## src/rtl/pwm_dt_pkg.sv

```systemverilog
package pwm_dt_pkg;
  typedef enum logic {
    DIR_UP   = 1'b0,
    DIR_DOWN = 1'b1
  } cnt_dir_e;

  localparam int SIDE_HI = 0;
  localparam int SIDE_LO = 1;
  localparam int NSIDE   = 2;
endpackage

```

## src/rtl/pwm_dt_shadow.sv

```systemverilog
module pwm_dt_shadow #(
  parameter int CNT_W = 16,
  parameter int DT_W  = 12
) (
  input  logic             clk,
  input  logic             rst_n,
  input  logic             wr_stb,
  input  logic [CNT_W-1:0] wr_prd,
  input  logic [CNT_W-1:0] wr_duty,
  input  logic [DT_W-1:0]  wr_dth,
  input  logic [DT_W-1:0]  wr_dtl,
  input  logic             wr_pol,
  input  logic             load,
  output logic [CNT_W-1:0] prd_o,
  output logic [CNT_W-1:0] duty_o,
  output logic [DT_W-1:0]  dth_o,
  output logic [DT_W-1:0]  dtl_o,
  output logic             pol_o
);
  logic [CNT_W-1:0] sh_prd_q, sh_duty_q, sh_prd_d, sh_duty_d;
  logic [DT_W-1:0]  sh_dth_q, sh_dtl_q, sh_dth_d, sh_dtl_d;
  logic             sh_pol_q, sh_pol_d;

  logic [CNT_W-1:0] ac_prd_q, ac_duty_q, ac_prd_d, ac_duty_d;
  logic [DT_W-1:0]  ac_dth_q, ac_dtl_q, ac_dth_d, ac_dtl_d;
  logic             ac_pol_q, ac_pol_d;

  always_comb begin
    sh_prd_d  = sh_prd_q;
    sh_duty_d = sh_duty_q;
    sh_dth_d  = sh_dth_q;
    sh_dtl_d  = sh_dtl_q;
    sh_pol_d  = sh_pol_q;
    if (wr_stb) begin
      sh_prd_d  = wr_prd;
      sh_duty_d = wr_duty;
      sh_dth_d  = wr_dth;
      sh_dtl_d  = wr_dtl;
      sh_pol_d  = wr_pol;
    end
  end

  always_comb begin
    ac_prd_d  = ac_prd_q;
    ac_duty_d = ac_duty_q;
    ac_dth_d  = ac_dth_q;
    ac_dtl_d  = ac_dtl_q;
    ac_pol_d  = ac_pol_q;
    if (load) begin
      ac_prd_d  = sh_prd_q;
      ac_duty_d = sh_duty_q;
      ac_dth_d  = sh_dth_q;
      ac_dtl_d  = sh_dtl_q;
      ac_pol_d  = sh_pol_q;
    end
  end

  always_ff @(posedge clk or negedge rst_n) begin
    if (!rst_n) begin
      sh_prd_q  <= '0;
      sh_duty_q <= '0;
      sh_dth_q  <= '0;
      sh_dtl_q  <= '0;
      sh_pol_q  <= 1'b0;
      ac_prd_q  <= '0;
      ac_duty_q <= '0;
      ac_dth_q  <= '0;
      ac_dtl_q  <= '0;
      ac_pol_q  <= 1'b0;
    end else begin
      sh_prd_q  <= sh_prd_d;
      sh_duty_q <= sh_duty_d;
      sh_dth_q  <= sh_dth_d;
      sh_dtl_q  <= sh_dtl_d;
      sh_pol_q  <= sh_pol_d;
      ac_prd_q  <= ac_prd_d;
      ac_duty_q <= ac_duty_d;
      ac_dth_q  <= ac_dth_d;
      ac_dtl_q  <= ac_dtl_d;
      ac_pol_q  <= ac_pol_d;
    end
  end

  assign prd_o  = ac_prd_q;
  assign duty_o = ac_duty_q;
  assign dth_o  = ac_dth_q;
  assign dtl_o  = ac_dtl_q;
  assign pol_o  = ac_pol_q;
endmodule

```

## src/rtl/pwm_dt_counter.sv

```systemverilog
module pwm_dt_counter
  import pwm_dt_pkg::*;
#(
  parameter int CNT_W = 16
) (
  input  logic             clk,
  input  logic             rst_n,
  input  logic             en,
  input  logic             tick,
  input  logic             center,
  input  logic [CNT_W-1:0] prd,
  output logic [CNT_W-1:0] cnt_o,
  output logic             prd_bnd_o,
  output logic             half_bnd_o
);
  localparam logic [CNT_W-1:0] ONE = CNT_W'(1);

  logic [CNT_W-1:0] cnt_q, cnt_d;
  cnt_dir_e         dir_q, dir_d;
  logic             prd_bnd, half_bnd;

  always_comb begin
    cnt_d    = cnt_q;
    dir_d    = dir_q;
    prd_bnd  = 1'b0;
    half_bnd = 1'b0;
    if (!en) begin
      cnt_d = '0;
      dir_d = DIR_UP;
    end else if (tick) begin
      if (!center) begin
        dir_d = DIR_UP;
        if (cnt_q >= prd) begin
          cnt_d   = '0;
          prd_bnd = 1'b1;
        end else begin
          cnt_d = cnt_q + ONE;
        end
      end else if (dir_q == DIR_UP) begin
        if (cnt_q >= prd) begin
          if (cnt_q == '0) begin
            cnt_d   = '0;
            prd_bnd = 1'b1;
          end else begin
            cnt_d    = cnt_q - ONE;
            dir_d    = DIR_DOWN;
            half_bnd = 1'b1;
          end
        end else begin
          cnt_d = cnt_q + ONE;
        end
      end else begin
        if (cnt_q <= ONE) begin
          cnt_d   = '0;
          dir_d   = DIR_UP;
          prd_bnd = 1'b1;
        end else begin
          cnt_d = cnt_q - ONE;
        end
      end
    end
  end

  always_ff @(posedge clk or negedge rst_n) begin
    if (!rst_n) begin
      cnt_q <= '0;
      dir_q <= DIR_UP;
    end else begin
      cnt_q <= cnt_d;
      dir_q <= dir_d;
    end
  end

  assign cnt_o      = cnt_q;
  assign prd_bnd_o  = prd_bnd;
  assign half_bnd_o = half_bnd;
endmodule

```

## src/rtl/pwm_dt_edge_delay.sv

```systemverilog
module pwm_dt_edge_delay #(
  parameter int DT_W = 12
) (
  input  logic            clk,
  input  logic            rst_n,
  input  logic            en,
  input  logic            tick,
  input  logic            din,
  input  logic [DT_W-1:0] dly,
  output logic            dout
);
  localparam logic [DT_W-1:0] ONE = DT_W'(1);

  logic            q_q, q_d;
  logic [DT_W-1:0] wait_q, wait_d;

  always_comb begin
    q_d    = q_q;
    wait_d = wait_q;
    if (!en || !din) begin
      q_d    = 1'b0;
      wait_d = '0;
    end else if (!q_q) begin
      if (wait_q >= dly) begin
        q_d = 1'b1;
      end else if (tick) begin
        wait_d = wait_q + ONE;
      end
    end
  end

  always_ff @(posedge clk or negedge rst_n) begin
    if (!rst_n) begin
      q_q    <= 1'b0;
      wait_q <= '0;
    end else begin
      q_q    <= q_d;
      wait_q <= wait_d;
    end
  end

  assign dout = q_q;
endmodule

```

## src/rtl/pwm_dt_channel.sv

```systemverilog
module pwm_dt_channel
  import pwm_dt_pkg::*;
#(
  parameter int CNT_W = 16,
  parameter int DT_W  = 12
) (
  input  logic             clk,
  input  logic             rst_n,
  input  logic             tick_en,
  input  logic             ch_en,
  input  logic             center_mode,
  input  logic             upd_half,
  input  logic             wr_stb,
  input  logic [CNT_W-1:0] wr_prd,
  input  logic [CNT_W-1:0] wr_duty,
  input  logic [DT_W-1:0]  wr_dth,
  input  logic [DT_W-1:0]  wr_dtl,
  input  logic             wr_pol,
  input  logic             ovr_en_h,
  input  logic             ovr_val_h,
  input  logic             ovr_en_l,
  input  logic             ovr_val_l,
  output logic             pwm_h,
  output logic             pwm_l,
  output logic             evt_period,
  output logic             evt_half
);
  logic [CNT_W-1:0] prd_act, duty_act, cnt;
  logic [DT_W-1:0]  dth_act, dtl_act;
  logic             pol_act;
  logic             prd_bnd, half_bnd, load;
  logic             raw;
  logic [NSIDE-1:0] dt_in, side_q;
  logic [DT_W-1:0]  side_dly [NSIDE];
  logic             evt_period_q, evt_period_d, evt_half_q, evt_half_d;

  assign load = !ch_en | prd_bnd | (upd_half & center_mode & half_bnd);

  pwm_dt_shadow #(.CNT_W(CNT_W), .DT_W(DT_W)) u_shadow (
    .clk     (clk),
    .rst_n   (rst_n),
    .wr_stb  (wr_stb),
    .wr_prd  (wr_prd),
    .wr_duty (wr_duty),
    .wr_dth  (wr_dth),
    .wr_dtl  (wr_dtl),
    .wr_pol  (wr_pol),
    .load    (load),
    .prd_o   (prd_act),
    .duty_o  (duty_act),
    .dth_o   (dth_act),
    .dtl_o   (dtl_act),
    .pol_o   (pol_act)
  );

  pwm_dt_counter #(.CNT_W(CNT_W)) u_cnt (
    .clk        (clk),
    .rst_n      (rst_n),
    .en         (ch_en),
    .tick       (tick_en),
    .center     (center_mode),
    .prd        (prd_act),
    .cnt_o      (cnt),
    .prd_bnd_o  (prd_bnd),
    .half_bnd_o (half_bnd)
  );

  assign raw = (duty_act != '0) && ((cnt < duty_act) || (duty_act >= prd_act));

  assign dt_in[SIDE_HI]    = raw;
  assign dt_in[SIDE_LO]    = ~raw;
  assign side_dly[SIDE_HI] = dth_act;
  assign side_dly[SIDE_LO] = dtl_act;

  for (genvar g = 0; g < NSIDE; g++) begin : g_side
    pwm_dt_edge_delay #(.DT_W(DT_W)) u_dly (
      .clk   (clk),
      .rst_n (rst_n),
      .en    (ch_en),
      .tick  (tick_en),
      .din   (dt_in[g]),
      .dly   (side_dly[g]),
      .dout  (side_q[g])
    );
  end

  always_comb begin
    evt_period_d = prd_bnd;
    evt_half_d   = half_bnd;
  end

  always_ff @(posedge clk or negedge rst_n) begin
    if (!rst_n) begin
      evt_period_q <= 1'b0;
      evt_half_q   <= 1'b0;
    end else begin
      evt_period_q <= evt_period_d;
      evt_half_q   <= evt_half_d;
    end
  end

  assign evt_period = evt_period_q;
  assign evt_half   = evt_half_q;
  assign pwm_h = ovr_en_h ? ovr_val_h : (side_q[SIDE_HI] ^ pol_act);
  assign pwm_l = ovr_en_l ? ovr_val_l : (side_q[SIDE_LO] ^ pol_act);
endmodule

```

## config.mk

```make
export PLATFORM = sky130hd
export DESIGN_NAME = pwm_dt_channel
export DESIGN_NICKNAME = d
export VERILOG_FILES = /design/src/rtl/pwm_dt_pkg.sv /design/src/rtl/pwm_dt_shadow.sv /design/src/rtl/pwm_dt_counter.sv /design/src/rtl/pwm_dt_edge_delay.sv /design/src/rtl/pwm_dt_channel.sv
export SDC_FILE = /design/constraint.sdc
export NUM_CORES = 1
export LEC_CHECK = 0
export ABC_AREA = 1
export BUFFER_PORTS_ARGS = -buffer_cell sky130_fd_sc_hd__buf_2
export CORE_ASPECT_RATIO = 1.75
export CORE_MARGIN = 1
export CORE_UTILIZATION = 55
export CTS_CLUSTER_DIAMETER = 50
export DETAILED_ROUTE_END_ITERATION = 16
export GPL_ROUTABILITY_DRIVEN = 0
export PLACE_DENSITY = 0.77
export RECOVER_POWER = 100
export SKIP_CTS_REPAIR_TIMING = 1
export SKIP_LAST_GASP = 1
export SLEW_MARGIN = 0
export SYNTH_ARGS = -nofsm -noshare
export SYNTH_HDL_FRONTEND = slang
export SYNTH_HIERARCHICAL = 1
export SYNTH_SLANG_ARGS = --single-unit
```

## constraint.sdc

```tcl
create_clock -name clk -period 2.5 [get_ports clk]
set_clock_uncertainty 0.15 [all_clocks]
set_input_delay 0.5 -clock clk [delete_from_list [all_inputs] [get_ports clk]]
set_output_delay 0.5 -clock clk [all_outputs]
set_load 0.05 [all_outputs]
```

==> results by group, run 1 <==
Outcome
  • Status: finished with violations
  • Violated checks: setup timing

Global routing
  • Largest net degree at the start of global routing: 63
  • GR Util All Layers: 0.277
  • Vias in the first global route: 8515
  • First-pass GRT wire length: 38800 µm
  • Overflow after GRT: 0
  • Initial antenna violation count: 0

Final layout
  • Share of cells above drive strength 1: 0.202
  • Layout area overhead: 22.7%
  • Final Instance Area: 12000 µm²
  • Fillcell total: 1344
  • Layout net count: 1620
  • Core Util, Final: 0.689
  • Diode count: 0

Synth
  • Synth Register Bits: 159
  • Syn nets: 1475
  • Top FF cell, synth: dfrtp_1
  • Ys Warns: 6
  • Post-synth top area cell: dfrtp_1
  • Largest cells by area after synthesis: dfrtp_1 (41%), nand2_1 (23%), ha_1 (9.9%), inv_1 (5.5%), nand3_1 (3.0%)
  • Mapped Cells: 1330
  • Average cell area after synthesis: 7.33 µm²
  • Yosys top cell area share: 0.408
  • Sequential share of the synthesized area: 0.408
  • Post-Syn Area: 9750 µm²
  • Fraction of registers with async set/reset: 1.00
  • Number of flops mapped to enable cells by yosys: 0
  • Synth cell types: 37

Clock tree
  • CTS tree: yes
  • Clock buffer depth: 2
  • TritonCTS buffer count: 17
  • Clk Latency, worst-skew pair: 0.43 ns
  • CTS Sinks: 159
  • Clk pin slew, worst setup/hold paths: 0.07 ns
  • H-tree levels: 4
  • CTS Root Buffer Type: clkbuf_16

Job
  • Max_cap viols: 0

Routing
  • Drt pass-1 iters: 7
  • # DRC: 0
  • Routed Antenna Nets: 0
  • DRT Wirelength: 26800 µm
  • DR WL/cell: 15.6 µm
  • Iter 0 DRT Violations: 495
  • DR vias/cell: 5.34
  • Vias: 9182

Hold path
  • Min-Delay Path Class: in2reg
  • Worst hold path cell count: 3

Power and ir drop
  • Switching Fraction: 0.301
  • Internal: 4.73 mW
  • Switch Pwr: 2.03 mW
  • Comb pwr share: 0.194
  • Cell Pwr Density: 565 nW/µm²
  • Worst ir drop on vdd: 664 µV
  • Tot Pwr: 6.76 mW
  • Flop pwr share: 0.436
  • Clock power frac: 0.370
  • Leak: 6.70 nW

Place
  • Pre-CTS setup slack: -0.156 ns
  • Port bufs: 71
  • Post-Place Cell Area: 10800 µm²
  • Post-DP HPWL: 17000 µm

Die
  • Initial core utilization: 0.561
  • Die W: 103 µm
  • Die footprint: 18300 µm²
  • I/O pins: 72
  • Core area: 17400 µm²
  • Row count: 64
  • Die Y: 178 µm

Setup path
  • CP required: 2.72 ns
  • Crit end category: flop
  • CP Launch Type: flop
  • Reg2Reg Depth: 14
  • Worst-path maximum fanout: 7
  • Worst Setup Path Type: reg2reg
  • WP data arrival: 2.81 ns

STA
  • Final period util: 1.04
  • RSZ-0062 raised after global routing: true
  • Tmin final: 2.59 ns
  • Setup-failing EPs final: 58
  • Max-slew violation count: 0
  • Max Clk Rate: 386 MHz
  • Post-route setup slack: -0.0935 ns
  • Final Hold Viols: 0
  • Setup TNS: -3.29 ns
  • Slew headroom: 0.211
  • Worst-Margin Slew: 1.18 ns
==> registers in the layout, indices dropped and copies added (netlist names), 16 cells and up <==
| signal | count |
|---|---|
| g_side.u_dly/wait_q | 24 |
| u_cnt/cnt_o | 16 |
| u_shadow/duty_o | 16 |
| u_shadow/prd_o | 16 |
| u_shadow/sh_duty_q | 16 |
| u_shadow/sh_prd_q | 16 |
==> cells in the mapped netlist (8+ instances only) <==
library cell,n
xor2_1,28
nor2_1,73
a21oi_1,35
nor3_1,13
nand2_1,605
inv_1,143
buf_4,13
nand3_2,13
nor2_2,9
nand3_1,59
ha_1,77
nand4_1,14
buf_2,16
inv_2,8
dfrtp_1,159
o21ai_0,11
==> cells in the final DEF (no fill, tap or decap), types with 3 or more instances in the layout <==
cell,count
nand2_2,25
a21oi_1,31
xnor2_1,5
buf_12,4
nor3_2,4
inv_1,139
buf_2,68
nand3_2,15
nand4_1,14
clkbuf_1,5
nor3_4,4
clkinv_1,4
xor2_1,28
buf_6,7
nor3_1,9
clkbuf_16,23
clkinvlp_4,3
o21bai_1,3
nor2_4,4
a21oi_2,5
dfrtp_1,158
nor2_2,10
ha_4,7
clkbuf_2,3
nor2_1,70
nand2_4,16
buf_4,71
o21a_1,3
inv_2,9
o21ai_1,4
ha_1,70
nand3_1,57
clkinv_4,3
o21ai_0,9
nand2_1,570
==> power by group through the flow <==
stage                     clock network [mW]  logic (mW)  registers, mW
final                                   2.50        1.31           2.95
after global routing                    2.64        1.46           2.97
after CTS                               2.53        1.15           2.92
after detailed placement                   0        1.13           2.96
after global placement                     0        1.09           2.96
after floorplan                            0       0.743           2.93
==> path summary, 6_finish.rpt <==
kind | endpoint | from | slack, ns
max in group asynchronous | u_shadow/dtl_o[9]$_DFFE_PN0P_ | rst_n | 0.30
worst max register to register | u_shadow/prd_o[14]$_DFFE_PN0P_ | u_cnt/cnt_o[6]$_DFFE_PN0P_ | -0.09
worst max-delay path | u_shadow/prd_o[14]$_DFFE_PN0P_ | u_cnt/cnt_o[6]$_DFFE_PN0P_ | -0.09
worst min register to register | u_shadow/sh_dth_q[3]$_DFFE_PN0P_ | u_shadow/sh_dth_q[3]$_DFFE_PN0P_ | 0.32
min in group asynchronous | u_cnt/cnt_o[1]$_DFFE_PN0P_ | rst_n | 0.59
worst min-delay path | u_shadow/sh_dth_q[2]$_DFFE_PN0P_ | wr_dth[2] | 0.12
==> worst max-delay path, stage by stage (launching register included) <==
cell       delay [ns]
dfrtp_2          0.45
ha_1             0.30
nand2_1          0.08
o21a_1           0.20
nand2_2          0.10
nand2_2          0.07
nand2_4          0.11
nand2_4          0.07
nor3_4           0.13
nand3_1          0.10
nand3b_1         0.24
buf_6            0.20
clkbuf_16        0.20
nand2_2          0.07
nand2_1          0.07
==> routing by layer <==
layer	wire (µm)	vias to the layer above	part of all wire	global-route usage
met4	1670	0	0.062	0.149
met1	9750	4347	0.36	0.314
met3	1270	110	0.047	0.0411
met2	14200	322	0.53	0.491
li1	-	4403	-	-
met5	0	-	0	0
==> cell families after synthesis <==
kind of cell / synth area share
and+or+nand+nor: 0.344
adders and majority gates: 0.0988
DFF: 0.408
buffers and inverters: 0.0863
xor gates and xnor gates: 0.0296
AOI/OAI and AO/OA: 0.0328
==> metrics by stage <==
| step | hold slack [ns] | std cells |
|---|---|---|
| floorplan | 0.0544 | 1330 |
| global placement | 0.272 | 1667 |
| detailed placement | 0.273 | 1667 |
| CTS | -0.191 | 1699 |
| global route | 0.117 | 1719 |
| finish | 0.118 | 1719 |
==> area by class of cell <==
class,count,area [µm²],share of cell area
Sequential cell,159,3980,0.333
Tap cell,231,289,0.0242
Inverter,154,583,0.0487
Clock inverter,11,106,0.00889
Multi-Input combinational cell,977,5290,0.442
Clock buffer,21,460,0.0385
Timing Repair Buffer,166,1260,0.105
Power figures use the tool's default switching activity.
==> run 2: changes to the inputs <==
--- a/config.mk
+++ b/config.mk
@@ -9,11 +9,11 @@
 export BUFFER_PORTS_ARGS = -buffer_cell sky130_fd_sc_hd__buf_2
 export CORE_ASPECT_RATIO = 1.75
 export CORE_MARGIN = 1
-export CORE_UTILIZATION = 55
+export CORE_UTILIZATION = 60
 export CTS_CLUSTER_DIAMETER = 50
 export DETAILED_ROUTE_END_ITERATION = 16
 export GPL_ROUTABILITY_DRIVEN = 0
-export PLACE_DENSITY = 0.77
+export PLACE_DENSITY = 0.79
 export RECOVER_POWER = 100
 export SKIP_CTS_REPAIR_TIMING = 1
 export SKIP_LAST_GASP = 1
==> constraint.sdc (replaced) <==
create_clock -name clk -period 2.6 [get_ports clk]
set_clock_uncertainty 0.15 [all_clocks]
set_input_delay 0.52 -clock clk [delete_from_list [all_inputs] [get_ports clk]]
set_output_delay 0.52 -clock clk [all_outputs]
set_load 0.05 [all_outputs]
==> results by group, run 2 (synthesis results as in run 1) <==
Setup path
  • Worst-path maximum fanout: 9 (+2)
  • Critical-path top delay cell: dfrtp_1
  • Most Frequent Cell on Critical Path: nand2_1
  • WP data arrival: 2.90 ns (+0.09 ns)
  • Crit-path cells: ha_1, nand2_1, o21a_1, nand2_2, nand2_2, nand2_4, nand2_4, nor3_4, nand3_1, nand3b_1, buf_6, buf_6, nand2_1, nand2_1
  • Delay-heaviest family, CP: simple AND/OR/NAND/NOR gates
  • Crit end category: flop
  • Worst Setup Path Type: reg2reg
  • RR Endpoint: u_shadow/dth_o[6]$_DFFE_PN0P_
  • Reg2Reg Depth: 14 (unchanged)
  • Reg2Reg Launch Point: u_cnt/cnt_o[6]$_DFFE_PN0P_
  • CP peak stage delay: 0.48 ns (+0.03 ns)
  • WP buf/inv: 2 (unchanged)
  • CP Launch Type: flop
  • CP required: 2.82 ns (+0.10 ns)
  • FF-to-FF setup slack: -0.08 ns (about the same)

Routing
  • Iter 0 DRT Violations: 522 (+5.5%)
  • Drt pass-1 iters: 7 (unchanged)
  • DRT Wirelength: 25400 µm (-5.3%)
  • DR vias/cell: 5.39 (+0.90%)
  • # DRC: 0 (unchanged)
  • DR WL/cell: 15.5 µm (-0.88%)
  • Vias: 8855 (-3.6%)
  • Routed Antenna Nets: 0 (unchanged)

Hold path
  • Min-Delay Path Class: in2reg
  • Hold EP: u_shadow/sh_prd_q[10]$_DFFE_PN0P_
  • Worst hold path cell count: 3 (unchanged)
  • Hold path startpoint: wr_prd[10]

Final layout
  • Layout net count: 1586 (-2.1%)
  • Diode count: 0 (unchanged)
  • Share of cells above drive strength 1: 0.166 (-0.0352)
  • Commonest non-fill, non-tap cell in the layout: nand2_1
  • Layout area overhead: 17.3%
  • Reg with most FFs: g_side.u_dly/wait_q
  • Fillcell total: 1255 (-6.6%)
  • Core Util, Final: 0.721 (+0.0319)
  • Max reg flops: 24 (unchanged)
  • Most frequent cells in the layout: nand2_1 (578), dfrtp_1 (159), inv_1 (143), ha_1 (76), nor2_1 (71)

Global routing
  • GR Util All Layers: 0.296 (+0.0183)
  • First-pass GRT wire length: 39000 µm (+0.48%)
  • Initial antenna violation count: 0 (unchanged)
  • Largest net degree at the start of global routing: 58 (-7.9%)
  • Vias in the first global route: 8666 (+1.8%)
  • Overflow after GRT: 0 (unchanged)

Outcome
  • Violated checks: capacitance limit, slew limit, setup timing
  • Status: finished with violations

STA
  • Final period util: 1.03 (-0.00638)
  • Final Hold Viols: 0 (unchanged)
  • Slew headroom: -0.174 (-0.384)
  • Worst-Margin Slew: 1.76 ns (+0.575 ns)
  • Post-route setup slack: -0.0807 ns (+0.0128 ns)
  • Tmin final: 2.68 ns (+0.0872 ns)
  • Max-slew violation count: 58 (+58)
  • RSZ-0062 raised after global routing: true
  • Hold WS: 0.134 ns (+0.0156 ns)
  • Setup TNS: -2.68 ns (+0.605 ns)
  • Max Clk Rate: 373 MHz (-3.3%)
  • Setup-failing EPs final: 56 (-3.4%)

Die
  • Initial core utilization: 0.614 (+0.0531)
  • Die Y: 171 µm (-4.2%)
  • Core area: 15900 µm² (-8.6%)
  • Die footprint: 16800 µm² (-8.2%)
  • Die W: 98.4 µm (-4.2%)
  • Row count: 61 (-4.7%)
  • I/O pins: 72 (unchanged)

Power and ir drop
  • Cell Pwr Density: 569 nW/µm² (+0.69%)
  • Worst ir drop on vdd: 558 µV (-16%)
  • Tot Pwr: 6.51 mW (-3.7%)
  • Leak: 6.48 nW (-3.3%)

Clock tree
  • CTS Root Buffer Type: clkbuf_16
  • Clk pin slew, worst setup/hold paths: 0.07 ns (about the same)
  • H-tree levels: 4 (unchanged)
  • Clk Latency, worst-skew pair: 0.43 ns (about the same)
  • CTS Sinks: 159 (unchanged)
  • CTS tree: yes
  • Clock buffer depth: 2 (unchanged)
  • TritonCTS buffer count: 17 (unchanged)

Job
  • Max_cap viols: 1 (+1)

Place
  • Port bufs: 71 (unchanged)
  • Post-DP HPWL: 16500 µm (-2.4%)
==> run 2: worst reg2reg max path, delay by kind of cell (launching register included) <==
family | cells | cell delay, ns
AND/OR/NAND/NOR | 10 | 1.04
adder cells (fa/ha/maj) | 1 | 0.33
flip-flops | 1 | 0.48
AO/OA/AOI/OAI | 1 | 0.20
buffers and inverters | 2 | 0.42
==> run 2: per-stage QoR <==
stage | cell area, µm² | setup slack [ns] | std cells
finish | 11400 | -0.0807 | 1643
detailed placement | 10500 | -0.164 | 1592
floorplan | 9750 | 0.147 | 1330
CTS | 11100 | -0.210 | 1624
global placement | 10500 | -0.0883 | 1592
global route | 11400 | -0.205 | 1643
==> run 2: area by class of cell <==
type / instances / area (µm²) / share of cell area
multi-input combinational: 977 / 5090 / 0.445
sequential: 159 / 3980 / 0.348
timing repair buffer: 132 / 952 / 0.0832
inverter: 154 / 581 / 0.0507
clock buffer: 21 / 470 / 0.0411
tap: 189 / 236 / 0.0207
clock inverter: 11 / 131 / 0.0115
==> run 2: worst max-delay path by stage <==
stage	start	to	slack, ns	depth (start not counted)
final	u_cnt/cnt_o[6]$_DFFE_PN0P_	u_shadow/dth_o[6]$_DFFE_PN0P_	-0.08	14
after global routing	u_shadow/prd_o[0]$_DFFE_PN0P_	u_shadow/prd_o[13]$_DFFE_PN0P_	-0.20	17
after CTS	u_shadow/prd_o[3]$_DFFE_PN0P_	u_shadow/dtl_o[1]$_DFFE_PN0P_	-0.21	18
after detailed placement	u_shadow/prd_o[3]$_DFFE_PN0P_	u_shadow/duty_o[12]$_DFFE_PN0P_	-0.16	18
after global placement	u_shadow/prd_o[3]$_DFFE_PN0P_	u_shadow/dtl_o[4]$_DFFE_PN0P_	-0.09	18
after floorplan	u_cnt/cnt_o[0]$_DFFE_PN0P_	u_shadow/prd_o[0]$_DFFE_PN0P_	0.15	19
==> run 2: layer usage <==
metal,wire length [µm],up-vias,track usage
met5,0,-,0
met4,1660,0,0.193
met3,939,112,0.0351
met2,13300,284,0.551
met1,9540,4125,0.311
li1,-,4334,-
==> run 2: where the power goes <==
| part | switching [mW] | total (mW) | internal [mW] |
|---|---|---|---|
| Sequential | 0.152 | 2.82 | 2.67 |
| Clock | 1.04 | 2.54 | 1.50 |
| Combinational | 0.711 | 1.15 | 0.439 |
| Total | 1.90 | 6.51 | 4.61 |
